**config.mk**
```make
export PLATFORM = sky130hd
export DESIGN_NAME = scl_timing_gen
export DESIGN_NICKNAME = d
export VERILOG_FILES = /design/src/rtl/scl_tim_pkg.sv /design/src/rtl/scl_cfg_select.sv /design/src/rtl/scl_prescaler.sv /design/src/rtl/scl_phase_seq.sv /design/src/rtl/scl_timing_gen.sv
export SDC_FILE = /design/constraint.sdc
export NUM_CORES = 1
export LEC_CHECK = 0
export ABC_CLOCK_PERIOD_IN_PS = 4100
export BUFFER_PORTS_ARGS = -buffer_cell sky130_fd_sc_hd__buf_2
export CAP_MARGIN = 25
export CELL_PAD_IN_SITES_DETAIL_PLACEMENT = 1
export CELL_PAD_IN_SITES_GLOBAL_PLACEMENT = 2
export CORE_MARGIN = 1
export CORE_UTILIZATION = 32
export CTS_BUF_LIST = sky130_fd_sc_hd__clkbuf_4 sky130_fd_sc_hd__clkbuf_8
export CTS_CLUSTER_SIZE = 30
export DETAILED_ROUTE_END_ITERATION = 7
export HOLD_SLACK_MARGIN = 0.06
export PLACE_DENSITY_LB_ADDON = 0.1
export SLEW_MARGIN = 20
export SYNTH_ARGS = -nofsm -noshare
export SYNTH_HDL_FRONTEND = slang
export SYNTH_SLANG_ARGS = --single-unit
export TNS_END_PERCENT = 20
```
**constraint.sdc**
```tcl
create_clock -name clk -period 4.1 [get_ports clk]
set_clock_uncertainty 0.05 [all_clocks]
set_input_delay 0.615 -clock clk [delete_from_list [all_inputs] [get_ports clk]]
set_output_delay 0.615 -clock clk [all_outputs]
set_load 0.02 [all_outputs]
```
**src/rtl/scl_tim_pkg.sv**
```systemverilog
package scl_tim_pkg;

    localparam int CNT_W    = 8;
    localparam int PRE_W    = 8;
    localparam int NSET     = 4;
    localparam int LOW_OFS  = 7;
    localparam int HIGH_OFS = 5;

    typedef enum logic [1:0] {
        PH_IDLE = 2'b00,
        PH_LOW  = 2'b01,
        PH_HIGH = 2'b10
    } phase_e;

    typedef enum logic [1:0] {
        SET_STD  = 2'd0,
        SET_FAST = 2'd1,
        SET_HS1  = 2'd2,
        SET_HS2  = 2'd3
    } set_e;

    typedef struct packed {
        logic [PRE_W-1:0] div;
        logic [CNT_W-1:0] lo_reg;
        logic [CNT_W-1:0] hi_reg;
    } tcfg_t;

    function automatic int sat_sub(int a, int b);
        return (a > b) ? a - b : 0;
    endfunction

    // Register value for one half period: duty split, then offset removed (clamped at zero).
    function automatic int def_count(int clk_khz, int rate_khz, bit even, bit high);
        int scl;
        int raw;
        scl = clk_khz / rate_khz;
        if (even) raw = clk_khz / (2 * rate_khz);
        else      raw = high ? scl / 3 : scl - scl / 3;
        return sat_sub(raw, high ? HIGH_OFS : LOW_OFS);
    endfunction

    function automatic int div_of(int fclk_khz, int tclk_khz);
        return (fclk_khz / tclk_khz < 1) ? 1 : fclk_khz / tclk_khz;
    endfunction

endpackage

```
**src/rtl/scl_cfg_select.sv**
```systemverilog
module scl_cfg_select
    import scl_tim_pkg::*;
#(
    parameter int FCLK_KHZ      = 96000,
    parameter int STD_CLK_KHZ   = 4000,
    parameter int FAST_CLK_KHZ  = 9600,
    parameter int HS_CLK_KHZ    = 19200,
    parameter int STD_RATE_KHZ  = 100,
    parameter int FAST_RATE_KHZ = 400,
    parameter int HS_RATE_KHZ   = 2600,
    parameter int RATE_W        = 16
) (
    input  logic [RATE_W-1:0]           rate_khz,
    input  logic                        hs2,
    input  logic [NSET-1:0][CNT_W-1:0]  ovr_low,
    input  logic [NSET-1:0][CNT_W-1:0]  ovr_high,
    input  logic [NSET-1:0]             ovr_ok,
    output tcfg_t                       cfg
);
    localparam int DEF_LO [NSET] = '{
        def_count(STD_CLK_KHZ,  STD_RATE_KHZ,  1'b1, 1'b0),
        def_count(FAST_CLK_KHZ, FAST_RATE_KHZ, 1'b0, 1'b0),
        def_count(HS_CLK_KHZ,   FAST_RATE_KHZ, 1'b0, 1'b0),
        def_count(FCLK_KHZ,     HS_RATE_KHZ,   1'b0, 1'b0)};
    localparam int DEF_HI [NSET] = '{
        def_count(STD_CLK_KHZ,  STD_RATE_KHZ,  1'b1, 1'b1),
        def_count(FAST_CLK_KHZ, FAST_RATE_KHZ, 1'b0, 1'b1),
        def_count(HS_CLK_KHZ,   FAST_RATE_KHZ, 1'b0, 1'b1),
        def_count(FCLK_KHZ,     HS_RATE_KHZ,   1'b0, 1'b1)};
    localparam int DIV [NSET] = '{
        div_of(FCLK_KHZ, STD_CLK_KHZ),
        div_of(FCLK_KHZ, FAST_CLK_KHZ),
        div_of(FCLK_KHZ, HS_CLK_KHZ),
        1};

    logic [CNT_W-1:0] lo_sel  [NSET];
    logic [CNT_W-1:0] hi_sel  [NSET];
    logic [PRE_W-1:0] div_sel [NSET];
    set_e             idx;

    for (genvar g = 0; g < NSET; g++) begin : g_set
        logic take;
        assign take = ovr_ok[g]
                   && (ovr_low[g]  > CNT_W'(LOW_OFS))
                   && (ovr_high[g] > CNT_W'(HIGH_OFS));
        assign lo_sel[g]  = take ? ovr_low[g]  - CNT_W'(LOW_OFS)  : CNT_W'(DEF_LO[g]);
        assign hi_sel[g]  = take ? ovr_high[g] - CNT_W'(HIGH_OFS) : CNT_W'(DEF_HI[g]);
        assign div_sel[g] = PRE_W'(DIV[g]);
    end

    always_comb begin
        if (rate_khz > RATE_W'(FAST_RATE_KHZ))     idx = hs2 ? SET_HS2 : SET_HS1;
        else if (rate_khz > RATE_W'(STD_RATE_KHZ)) idx = SET_FAST;
        else                                       idx = SET_STD;
        cfg.div    = div_sel[idx];
        cfg.lo_reg = lo_sel[idx];
        cfg.hi_reg = hi_sel[idx];
    end

endmodule

```
**src/rtl/scl_prescaler.sv**
```systemverilog
module scl_prescaler
    import scl_tim_pkg::*;
(
    input  logic             clk,
    input  logic             rst,
    input  logic             en,
    input  logic [PRE_W-1:0] div,
    output logic             tick
);
    logic [PRE_W-1:0] pre;

    assign tick = en && (pre == div - 1'b1);

    always_ff @(posedge clk) begin
        if (rst || !en) pre <= '0;
        else if (tick)  pre <= '0;
        else            pre <= pre + 1'b1;
    end

endmodule

```
**src/rtl/scl_phase_seq.sv**
```systemverilog
module scl_phase_seq
    import scl_tim_pkg::*;
(
    input  logic   clk,
    input  logic   rst,
    input  logic   run,
    input  logic   hs_switch,
    input  logic   tick,
    input  tcfg_t  cfg_next,
    output tcfg_t  cfg_q,
    output phase_e phase,
    output logic   hs2
);
    localparam int LD_W = CNT_W + 1;

    logic [LD_W-1:0] cnt;
    logic            last;
    logic [LD_W-1:0] lo_load;
    logic [LD_W-1:0] hi_load;

    assign last    = tick && (cnt == '0);
    assign lo_load = {1'b0, cfg_next.lo_reg} + LD_W'(LOW_OFS - 1);
    assign hi_load = {1'b0, cfg_q.hi_reg}    + LD_W'(HIGH_OFS - 1);

    always_ff @(posedge clk) begin
        if (rst) begin
            phase <= PH_IDLE;
            cnt   <= '0;
            cfg_q <= '0;
        end else begin
            unique case (phase)
                PH_IDLE: if (run) begin
                    phase <= PH_LOW;
                    cfg_q <= cfg_next;
                    cnt   <= lo_load;
                end
                PH_LOW: if (last) begin
                    phase <= PH_HIGH;
                    cnt   <= hi_load;
                end else if (tick) begin
                    cnt <= cnt - 1'b1;
                end
                PH_HIGH: if (last) begin
                    if (run) begin
                        phase <= PH_LOW;
                        cfg_q <= cfg_next;
                        cnt   <= lo_load;
                    end else begin
                        phase <= PH_IDLE;
                    end
                end else if (tick) begin
                    cnt <= cnt - 1'b1;
                end
                default: phase <= PH_IDLE;
            endcase
        end
    end

    always_ff @(posedge clk) begin
        if (rst)                                   hs2 <= 1'b0;
        else if (phase == PH_HIGH && last && !run) hs2 <= 1'b0;
        else if (hs_switch && phase != PH_IDLE)    hs2 <= 1'b1;
    end

endmodule

```
**src/rtl/scl_timing_gen.sv**
```systemverilog
module scl_timing_gen
    import scl_tim_pkg::*;
#(
    parameter int FCLK_KHZ      = 96000,
    parameter int STD_CLK_KHZ   = 4000,
    parameter int FAST_CLK_KHZ  = 9600,
    parameter int HS_CLK_KHZ    = 19200,
    parameter int STD_RATE_KHZ  = 100,
    parameter int FAST_RATE_KHZ = 400,
    parameter int HS_RATE_KHZ   = 2600,
    parameter int RATE_W        = 16
) (
    input  logic                        clk,
    input  logic                        rst,
    input  logic                        run,
    input  logic [RATE_W-1:0]           rate_khz,
    input  logic                        hs_switch,
    input  logic [NSET-1:0][CNT_W-1:0]  ovr_low,
    input  logic [NSET-1:0][CNT_W-1:0]  ovr_high,
    input  logic [NSET-1:0]             ovr_ok,
    output logic                        scl_o,
    output logic [1:0]                  phase_o
);
    tcfg_t  cfg_next;
    tcfg_t  cfg_q;
    phase_e phase;
    logic   hs2;
    logic   tick;

    scl_cfg_select #(
        .FCLK_KHZ(FCLK_KHZ), .STD_CLK_KHZ(STD_CLK_KHZ), .FAST_CLK_KHZ(FAST_CLK_KHZ),
        .HS_CLK_KHZ(HS_CLK_KHZ), .STD_RATE_KHZ(STD_RATE_KHZ),
        .FAST_RATE_KHZ(FAST_RATE_KHZ), .HS_RATE_KHZ(HS_RATE_KHZ), .RATE_W(RATE_W)
    ) u_sel (
        .rate_khz(rate_khz), .hs2(hs2), .ovr_low(ovr_low),
        .ovr_high(ovr_high), .ovr_ok(ovr_ok), .cfg(cfg_next)
    );

    scl_prescaler u_pre (
        .clk(clk), .rst(rst), .en(phase != PH_IDLE), .div(cfg_q.div), .tick(tick)
    );

    scl_phase_seq u_seq (
        .clk(clk), .rst(rst), .run(run), .hs_switch(hs_switch), .tick(tick),
        .cfg_next(cfg_next), .cfg_q(cfg_q), .phase(phase), .hs2(hs2)
    );

    assign scl_o   = (phase != PH_LOW);
    assign phase_o = phase;

endmodule

```
==> results of run 1 <==
[registers in the layout (all words and copies together), names as in the netlist]
register and flops:
u_seq.phase 2, u_pre.pre 8, u_seq.cfg_q 13, u_seq.cnt 9, u_seq.hs2 1
[per-stage QoR]
step | power (uW) | setup slack, ns | area (um^2)
floorplan | 627 | 0.862 | 3940
detailed placement | 790 | 0.503 | 4570
finish | 1090 | 0.793 | 4670
global placement | 785 | 0.537 | 4570
global route | 1160 | 0.502 | 4670
CTS | 1100 | 0.822 | 4670
[area by class of cell]
type | count | share of cell area, %
Timing Repair Buffer | 96 | 10.6
Clock inverter | 2 | 0.750
Sequential cell | 33 | 14.1
Clock buffer | 5 | 1.47
Tap cell | 147 | 3.94
Inverter | 33 | 2.65
Multi-Input combinational cell | 452 | 66.4
[final timing paths]
| path | start | cells past startpoint | slack [ns] | to |
|---|---|---|---|---|
| min reg2reg | u_seq.cnt[0] | 1 | 0.44 | u_seq.cnt[0] |
| max reg2reg | u_seq.cfg_q[16] | 7 | 0.94 | u_seq.cfg_q[6] |
| min | u_seq.cnt[0] | 1 | 0.44 | u_seq.cnt[0] |
| max | ovr_high[6] | 12 | 0.79 | u_seq.cnt[7] |
[cells by family after synthesis]
logic type	count (synthesis)
compound gates	151
mux	2
buf+inv	44
xor+xnor	71
flops	33
simple gates	206
fa+ha+maj	22
[layout by cell type, fill, tap and decap left out, drive strengths merged, types with 24 or more instances in the layout]
master	instances
buf	96
nor2	55
dfxtp	33
xor2	29
nor3	27
inv	32
nand3	24
xnor2	42
a21oi	35
nand2	32
[power by group]
part / total, uW / internal [uW] / switching [uW]
registers: 364 / 340 / 24.5
logic: 422 / 171 / 251
clock network: 304 / 177 / 128
total: 1090 / 687 / 403
[metal layers]
layer	track usage [%]	vias up	part of all wire [%]
met5	0	-	0
met4	2.19	0	0.54
met3	3.48	8	3.4
met2	38.3	81	46
met1	31.2	2098	50
li1	-	2175	-
==> impl_metrics.yaml, run 1 <==
status:
  run_status: "completed"
floorplanning:
  fp.dieArea_um2: 12800
  chipWidth_um: 113
  design.portCount: 91
  core_um2: 12000
  fp.dieH_um: 113
  rows: 40
  initial_core_util_pct: 32.8
job:
  max_cap_violations: 0
synth:
  synthFlopType: "sky130_fd_sc_hd__dfxtp_1"
  synth.area.top_cells: "sky130_fd_sc_hd__dfxtp_1, sky130_fd_sc_hd__xnor2_1, sky130_fd_sc_hd__ha_1, sky130_fd_sc_hd__xor2_1, sky130_fd_sc_hd__nor2_1"
  yosys_warnings: 0
  synth_nets: 639
  yosys.area_share.xor_xnor_pct: 15.8
  synth_edf_count: 0
  yosys_register_bits: 33
  synth.yosys.seq_area_share_pct: 16.8
  leading_cell_type_by_number_of_instances_after_synthesis: "sky130_fd_sc_hd__nor2_1"
  synth_area_per_cell_um2: 7.45
  post_synth_fa_ha_maj_area_fraction_pct: 6.99
  synth.area.mux_share_pct: 0.540
  synth_area_in_compound_gates_pct: 28.7
  synth_common_cells: "sky130_fd_sc_hd__nor2_1, sky130_fd_sc_hd__xnor2_1, sky130_fd_sc_hd__a21oi_1, sky130_fd_sc_hd__dfxtp_1"
  netlist_area_um2: 3940
  synth.largest_area_cell: "sky130_fd_sc_hd__dfxtp_1"
  synthSimpleGateAreaFrac_pct: 26.7
  postSynthCellCount: 529
  synthArstFlopShare_pct: 0
  post_synth_num_cell_types: 72
  synth_largest_type_area_fraction_pct: 16.8
  synth_top_family_by_area: "compound AO/OA/AOI/OAI gates"
worst_setup_path:
  endpoint_kind: "flop"
  worstSetupStartpointType: "primary input"
  timing.critical_path.max_delay_family: "compound AO/OA/AOI/OAI gates"
  path_cells: "buf_2, or4_1, a211oi_1, or2_2, nor2_1, a221o_1, inv_1, ha_1, nor3_1, a311o_1, nand3_1, a22o_1"
  timing.critical_path.buf_inv: 2
  setup.worst_path.class: "primary input to flop"
  worstPathMaxFanout: 5
  crit_path_max_incr_delay_ns: 0.53
  critical_path.slowest_cell: "sky130_fd_sc_hd__or4_1"
  worst-endpoint-required_ns: 4.29
  timing.critical_path.arrival_ns: 3.50
final_layout:
  antenna-diode-count: 0
  final_nets: 731
  final-instance-count-excl-fill: 768
  syn_to_final_growth_pct: 18.6
  area_taken_by_multi_input_logic_gates_um2: 3100
  finalCoreUtilization_pct: 38.9
  drive_gt1_share_pct: 19.2
  fillCellCount: 1548
  sequential_cell_area_um2: 661
timing:
  tns_ns: 0
  final.period_utilization_pct: 80.7
  slew_headroom_pct: 40.0
  setup-violations-final: 0
  finalMaxSlewViolations: 0
  finalWorstPathRequiredPeriod_ns: 3.31
  hold_violations: 0
  rsz0062_at_grt: "false"
  hold-worst-slack_ns: 0.441
  fmaxAchievable_ghz: 0.302
  tightestPinTransition_ns: 0.895
clock_network:
  cts.sinks: 33
  cts.hold.buffers_added: 0
  post_cts_resized: 0
  cts-htree-levels: 2
  tritoncts: "built"
  cts-root-buf: "sky130_fd_sc_hd__clkbuf_8"
  postCtsSetupRepairBufs: 0
  insertion_delay_ns: 0.30
  cts.path.max_buffers: 2
  clk_slew_on_worst_s_h_paths_ns: 0.07
  cts_inserted_buffers: 5
grt:
  grt_start_max_net_pins: 24
  grt_antenna_before_repair: 0
  grt_pass1_wl_um: 22800
  global_route.overflow_total: 0
  grtUsageTotal_pct: 22.6
  number_of_global_route_vias_before_repair: 4423
placement:
  gp_congestion: 0.850
  port-buffer-count: 90
  dp.final_hpwl_um: 11800
  placed_cells: 761
power_and_ir_drop:
  static-leakage-power_uw: 0.00183
  power_per_cell_area_nw_per_um2: 233
  worst_ir_drop_vdd_mv: 0.110
drt:
  routed_wl_um: 14200
  route.detailed.wl_per_inst_um: 18.4
  detailedRoute.firstIterationViolations: 175
  num_vias: 4362
  via_per_inst: 5.68
  drtPass1Iterations: 4
  drc: 0
  detail-route-antenna-nets: 0
hold_path:
  min_path_type: "flop to flop"
Power figures use the tool's default switching activity.
==> run 2: changes to the inputs <==
--- a/config.mk
+++ b/config.mk
@@ -5,13 +5,13 @@
 export SDC_FILE = /design/constraint.sdc
 export NUM_CORES = 1
 export LEC_CHECK = 0
-export ABC_CLOCK_PERIOD_IN_PS = 4100
+export ABC_CLOCK_PERIOD_IN_PS = 2700
 export BUFFER_PORTS_ARGS = -buffer_cell sky130_fd_sc_hd__buf_2
 export CAP_MARGIN = 25
 export CELL_PAD_IN_SITES_DETAIL_PLACEMENT = 1
 export CELL_PAD_IN_SITES_GLOBAL_PLACEMENT = 2
 export CORE_MARGIN = 1
-export CORE_UTILIZATION = 32
+export CORE_UTILIZATION = 29
 export CTS_BUF_LIST = sky130_fd_sc_hd__clkbuf_4 sky130_fd_sc_hd__clkbuf_8
 export CTS_CLUSTER_SIZE = 30
 export DETAILED_ROUTE_END_ITERATION = 7
==> constraint.sdc (replaced) <==
create_clock -name clk -period 2.7 [get_ports clk]
set_clock_uncertainty 0.05 [all_clocks]
set_input_delay 0.405 -clock clk [delete_from_list [all_inputs] [get_ports clk]]
set_output_delay 0.405 -clock clk [all_outputs]
set_load 0.02 [all_outputs]
==> impl_metrics.yaml, run 2 (same netlist as run 1, synthesis figures left out) <==
status:
  run_status: "complete, but fails checks"
  violated_checks: "negative setup slack"
placement:
  dp.final_hpwl_um: 13900
  port-buffer-count: 90
  preCtsSetupSlack_ns: -0.307
  gp_congestion: 0.888
  placed_cells: 910
floorplanning:
  fp.dieH_um: 119
  initial_core_util_pct: 29.7
  design.portCount: 91
  rows: 42
  core_um2: 13200
  fp.dieArea_um2: 14100
  chipWidth_um: 119
drt:
  detail-route-antenna-nets: 0
  routed_wl_um: 16300
  detailedRoute.firstIterationViolations: 209
  route.detailed.wl_per_inst_um: 17.7
  drc: 0
  via_per_inst: 5.30
  drtPass1Iterations: 4
  num_vias: 4878
final_layout:
  final-instance-count-excl-fill: 920
  largest_reg_flops: 13
  drive_gt1_share_pct: 37.5
  final_nets: 853
  mostFrequentLayoutCells: "sky130_fd_sc_hd__buf_4, sky130_fd_sc_hd__buf_2, sky130_fd_sc_hd__nor2_1"
  regMostFlops: "u_seq.cfg_q"
  antenna-diode-count: 0
  largest_registers: "u_seq.cfg_q (13), u_seq.cnt (9), u_pre.pre (8)"
  syn_to_final_growth_pct: 49.9
  leading_cell_type_in_the_layout_fill_and_taps_excluded: "sky130_fd_sc_hd__buf_4"
  finalCoreUtilization_pct: 44.6
grt:
  grt_antenna_before_repair: 0
  grtUsageTotal_pct: 23.8
  number_of_global_route_vias_before_repair: 5212
  grt_pass1_wl_um: 26700
  grt_start_max_net_pins: 24
  global_route.overflow_total: 0
timing:
  rsz0062_at_grt: "true"
  finalWorstPathRequiredPeriod_ns: 2.81
  setup-violations-final: 8
  finalMaxSlewViolations: 0
  final.period_utilization_pct: 104
  hold_violations: 0
  slew_headroom_pct: 49.8
  final_critical_path_setup_slack_ns: -0.106
  tightestPinTransition_ns: 0.753
  fmaxAchievable_ghz: 0.356
worst_setup_path:
  timing.critical_path.arrival_ns: 3.00
  worstPathMaxFanout: 7
  setup.worst_path.class: "flop to flop"
  r2r_setup_slack_ns: -0.11
  worstSetupStartpointType: "flop"
  crit_reg_reg_startpoint: "u_seq.cfg_q[16]"
  worst-endpoint-required_ns: 2.89
  crit_path_max_incr_delay_ns: 0.53
  critical_path.slowest_cell: "sky130_fd_sc_hd__or4_4"
  endpoint_kind: "flop"
  rr_worst_depth: 8
  path_cells: "or4_4, or3_4, a2111o_1, o32a_4, o21ba_4, o2111ai_2, o211a_1, o2bb2ai_2"
  r2r_endpoint: "u_seq.cnt[6]"
clock_network:
  insertion_delay_ns: 0.30
  tritoncts: "built"
  cts.sinks: 33
  cts_inserted_buffers: 5
  clk_slew_on_worst_s_h_paths_ns: 0.08
  cts-root-buf: "sky130_fd_sc_hd__clkbuf_8"
  cts.path.max_buffers: 2
  cts.hold.buffers_added: 0
  cts-htree-levels: 2
power_and_ir_drop:
  power_per_cell_area_nw_per_um2: 324
  total_power_uw: 1910
  power.combinational.fraction_pct: 44.9
  switching_share_pct: 35.6
  p_int_uw: 1230
  worst_ir_drop_vdd_mv: 0.181
  static-leakage-power_uw: 0.00250
  p_clk_share_pct: 26.3
  power.net_switching_uw: 681
  seqPwrFrac_pct: 28.8
job:
  max_cap_violations: 0
hold_path:
  min_path_type: "primary input to flop"
  worst_hold_startpoint: "hs_switch"
  worst_hold_path.num_cells: 3
  min_delay_worst_endpoint: "u_seq.hs2"
run 2: cell types whose count changed in the layout (fill, tap and decap cells not counted), sizes merged:
cell / delta
buf: +122
clkinv: -1
clkbuf: +2
run 2: cell type report:
cell class	count	area, um^2
Clock buffer	7	90.1
Clock inverter	1	30.0
Fill cell	1657	7340
Inverter	33	124
Multi-Input combinational cell	452	3360
Sequential cell	33	662
Tap cell	176	220
Timing Repair Buffer	218	1420
run 2: worst max path at each step:
stage	startpoint	end	slack [ns]	cells past startpoint
final	u_seq.cfg_q[16]	u_seq.cnt[6]	-0.11	8
after global routing	u_seq.cfg_q[16]	u_seq.cnt[6]	-0.18	8
after CTS	u_seq.cfg_q[16]	u_seq.cnt[0]	-0.09	9
after detailed placement	ovr_high[16]	u_seq.cnt[7]	-0.31	14
after global placement	ovr_high[22]	u_seq.cnt[5]	-0.27	10
after floorplan	ovr_high[11]	u_seq.cnt[3]	-0.04	10
run 2: per-layer routing:
metal / up-vias / track usage (%) / routed length (um)
li1: 2425 / - / -
met1: 2366 / 31.5 / 7770
met2: 77 / 42.0 / 7890
met3: 10 / 2.85 / 503
met4: 0 / 3.56 / 124
met5: - / 0 / 0
run 2: timing repair:
action	4_1_cts	5_1_grt
resized for setup	9	25
setup buffers	2	0
endpoints found under the setup margin	23	24
pin swaps	4	13
run 2: metrics by stage:
step	hold WS (ns)	area (um^2)	TNS, ns
3_3_place_gp	0.426	5580	-1.65
3_5_place_dp	0.442	5580	-2.98
6_report	0.422	5910	-0.390
5_1_grt	0.401	5910	-2.18
4_1_cts	0.406	5780	-0.348
2_1_floorplan	0.405	4020	-0.0910
run 2: power groups by stage:
stage	Combinational (uW)	Clock (uW)	Sequential [uW]
after global placement	792	0	558
after detailed placement	810	0	560
final	859	504	551
after floorplan	414	0	553
after CTS	833	519	549
after global routing	940	542	556
run 2: worst max-delay path, delay by kind of cell, from the launching register on:
family / cells / cell delay [ns]
flops: 1 / 0.32
simple gates: 2 / 0.92
compound gates: 6 / 1.47
==> run 3: changes to the inputs <==
--- a/config.mk
+++ b/config.mk
@@ -5,13 +5,13 @@
 export SDC_FILE = /design/constraint.sdc
 export NUM_CORES = 1
 export LEC_CHECK = 0
-export ABC_CLOCK_PERIOD_IN_PS = 2700
+export ABC_CLOCK_PERIOD_IN_PS = 2600
 export BUFFER_PORTS_ARGS = -buffer_cell sky130_fd_sc_hd__buf_2
 export CAP_MARGIN = 25
 export CELL_PAD_IN_SITES_DETAIL_PLACEMENT = 1
 export CELL_PAD_IN_SITES_GLOBAL_PLACEMENT = 2
 export CORE_MARGIN = 1
-export CORE_UTILIZATION = 29
+export CORE_UTILIZATION = 32
 export CTS_BUF_LIST = sky130_fd_sc_hd__clkbuf_4 sky130_fd_sc_hd__clkbuf_8
 export CTS_CLUSTER_SIZE = 30
 export DETAILED_ROUTE_END_ITERATION = 7
==> constraint.sdc (replaced) <==
create_clock -name clk -period 2.6 [get_ports clk]
set_clock_uncertainty 0.05 [all_clocks]
set_input_delay 0.39 -clock clk [delete_from_list [all_inputs] [get_ports clk]]
set_output_delay 0.39 -clock clk [all_outputs]
set_load 0.02 [all_outputs]
==> impl_metrics.yaml, run 3 (same netlist as run 1, synthesis figures left out) <==
status:
  run_status: "complete, but fails checks"
  violated_checks: "design-rule violations, negative setup slack"
grt:
  number_of_global_route_vias_before_repair: 5233
  grt_pass1_wl_um: 25600
  grt_antenna_before_repair: 0
  global_route.overflow_total: 0
  grt_start_max_net_pins: 24
  grtUsageTotal_pct: 25.2
power_and_ir_drop:
  total_power_uw: 1870
  worst_ir_drop_vdd_mv: 0.207
  static-leakage-power_uw: 0.00252
  power_per_cell_area_nw_per_um2: 317
job:
  max_cap_violations: 0
timing:
  final_critical_path_setup_slack_ns: -0.266
  tightestPinTransition_ns: 0.569
  final.period_utilization_pct: 110
  hold_violations: 0
  rsz0062_at_grt: "true"
  finalWorstPathRequiredPeriod_ns: 2.87
  tns_ns: -3.30
  hold-worst-slack_ns: 0.420
  finalMaxSlewViolations: 0
  fmaxAchievable_ghz: 0.349
  setup-violations-final: 22
  slew_headroom_pct: 62.1
final_layout:
  fillCellCount: 1551
  largest_reg_flops: 13
  stdcell_area_um2: 5880
  drive_gt1_share_pct: 37.7
  leading_cell_type_in_the_layout_fill_and_taps_excluded: "sky130_fd_sc_hd__buf_4"
  regMostFlops: "u_seq.cfg_q"
  final_nets: 864
  antenna-diode-count: 0
  mostFrequentLayoutCells: "sky130_fd_sc_hd__buf_4, sky130_fd_sc_hd__buf_2, sky130_fd_sc_hd__nor2_1"
  largest_registers: "u_seq.cfg_q (13), u_seq.cnt (9), u_pre.pre (8)"
  syn_to_final_growth_pct: 49.3
  final-instance-count-excl-fill: 901
hold_path:
  min_path_type: "primary input to flop"
  worst_hold_startpoint: "hs_switch"
worst_setup_path:
  worstPathMaxFanout: 7
  worstSetupStartpointType: "flop"
  crit_reg_reg_startpoint: "u_seq.cfg_q[16]"
  endpoint_kind: "flop"
  r2r_setup_slack_ns: -0.27
  worst-endpoint-required_ns: 2.78
  setup.worst_path.class: "flop to flop"
  crit_path_max_incr_delay_ns: 0.54
  timing.critical_path.arrival_ns: 3.04
  path_cells: "or4_4, or3_4, a2111o_1, o32a_4, o21ba_4, o2111ai_2, o211a_1, o2bb2ai_2"
  critical_path.slowest_cell: "sky130_fd_sc_hd__or4_4"
  startpoint: "u_seq.cfg_q[16]"
placement:
  dpl_cell_area_um2: 5650
  gp_congestion: 0.924
  placed_cells: 891
  dp.final_hpwl_um: 13500
  port-buffer-count: 90
clock_network:
  cts.sinks: 33
  tritoncts: "built"
  cts.path.max_buffers: 2
  cts-root-buf: "sky130_fd_sc_hd__clkbuf_8"
  cts_inserted_buffers: 5
  insertion_delay_ns: 0.29
  cts.hold.buffers_added: 0
  clk_slew_on_worst_s_h_paths_ns: 0.07
  cts-htree-levels: 2
floorplanning:
  chipWidth_um: 113
  initial_core_util_pct: 32.8
  rows: 40
  fp.dieH_um: 113
  design.portCount: 91
  fp.dieArea_um2: 12800
  core_um2: 12000
drt:
  route.detailed.wl_per_inst_um: 17.4
  drc: 1
  via_per_inst: 5.43
  num_vias: 4892
  detailedRoute.firstIterationViolations: 164
  detail-route-antenna-nets: 0
  drtPass1Iterations: 7
  routed_wl_um: 15700
-- run 3: cell count changes in the layout (fill, tap and decap cells not counted), sizes merged --
cell    delta
bufinv     -1
buf       +11
-- run 3: worst max-delay path, delay by kind of cell (launching register included) --
| kind | cells | cell delay (ns) |
|---|---|---|
| and+or+nand+nor | 2 | 0.92 |
| AOI/OAI and AO/OA | 6 | 1.50 |
| DFF | 1 | 0.33 |
-- run 3: layout make-up --
class	count	area (um^2)	area share [%]
Clock buffer	7	90.1	1.53
Tap cell	147	184	3.13
Inverter	33	124	2.11
Timing Repair Buffer	229	1530	26.0
Sequential cell	33	663	11.3
Multi-Input combinational cell	452	3290	56.0
-- run 3: through the flow --
step / utilization [%] / setup WS (ns)
final: 49.0 / -0.266
after global routing: 49.0 / -0.372
after CTS: 48.5 / -0.267
after detailed placement: 47.1 / -0.549
after global placement: 47.1 / -0.398
after floorplan: - / -0.121
-- run 3: per-layer routing --
layer | vias to the layer above | GRT usage (%) | share of wire (%)
met1 | 2353 | 31.9 | 46
met2 | 86 | 45.7 | 49
met4 | 0 | 5.88 | 1.4
met5 | - | 0 | 0
li1 | 2434 | - | -
met3 | 19 | 2.95 | 2.8
-- run 3: repair_timing --
item	4_1_cts	5_1_grt
setup buffers	3	0
resized for setup	15	11
setup endpoints to repair	24	25
pin swaps	17	4
-- run 3: power by group --
part	total (uW)	leakage [uW]	internal, uW	switching [uW]
registers	567	0.000270	536	31.1
clock network	413	0.0000477	221	193
logic	885	0.00220	424	462
total	1870	0.00252	1180	686
-- run 3: final timing paths --
kind | end | cells after the start
min reg2reg | u_seq.cnt[0] | 1
max | u_seq.cnt[6] | 8
max reg2reg | u_seq.cnt[6] | 8
min | u_seq.hs2 | 3
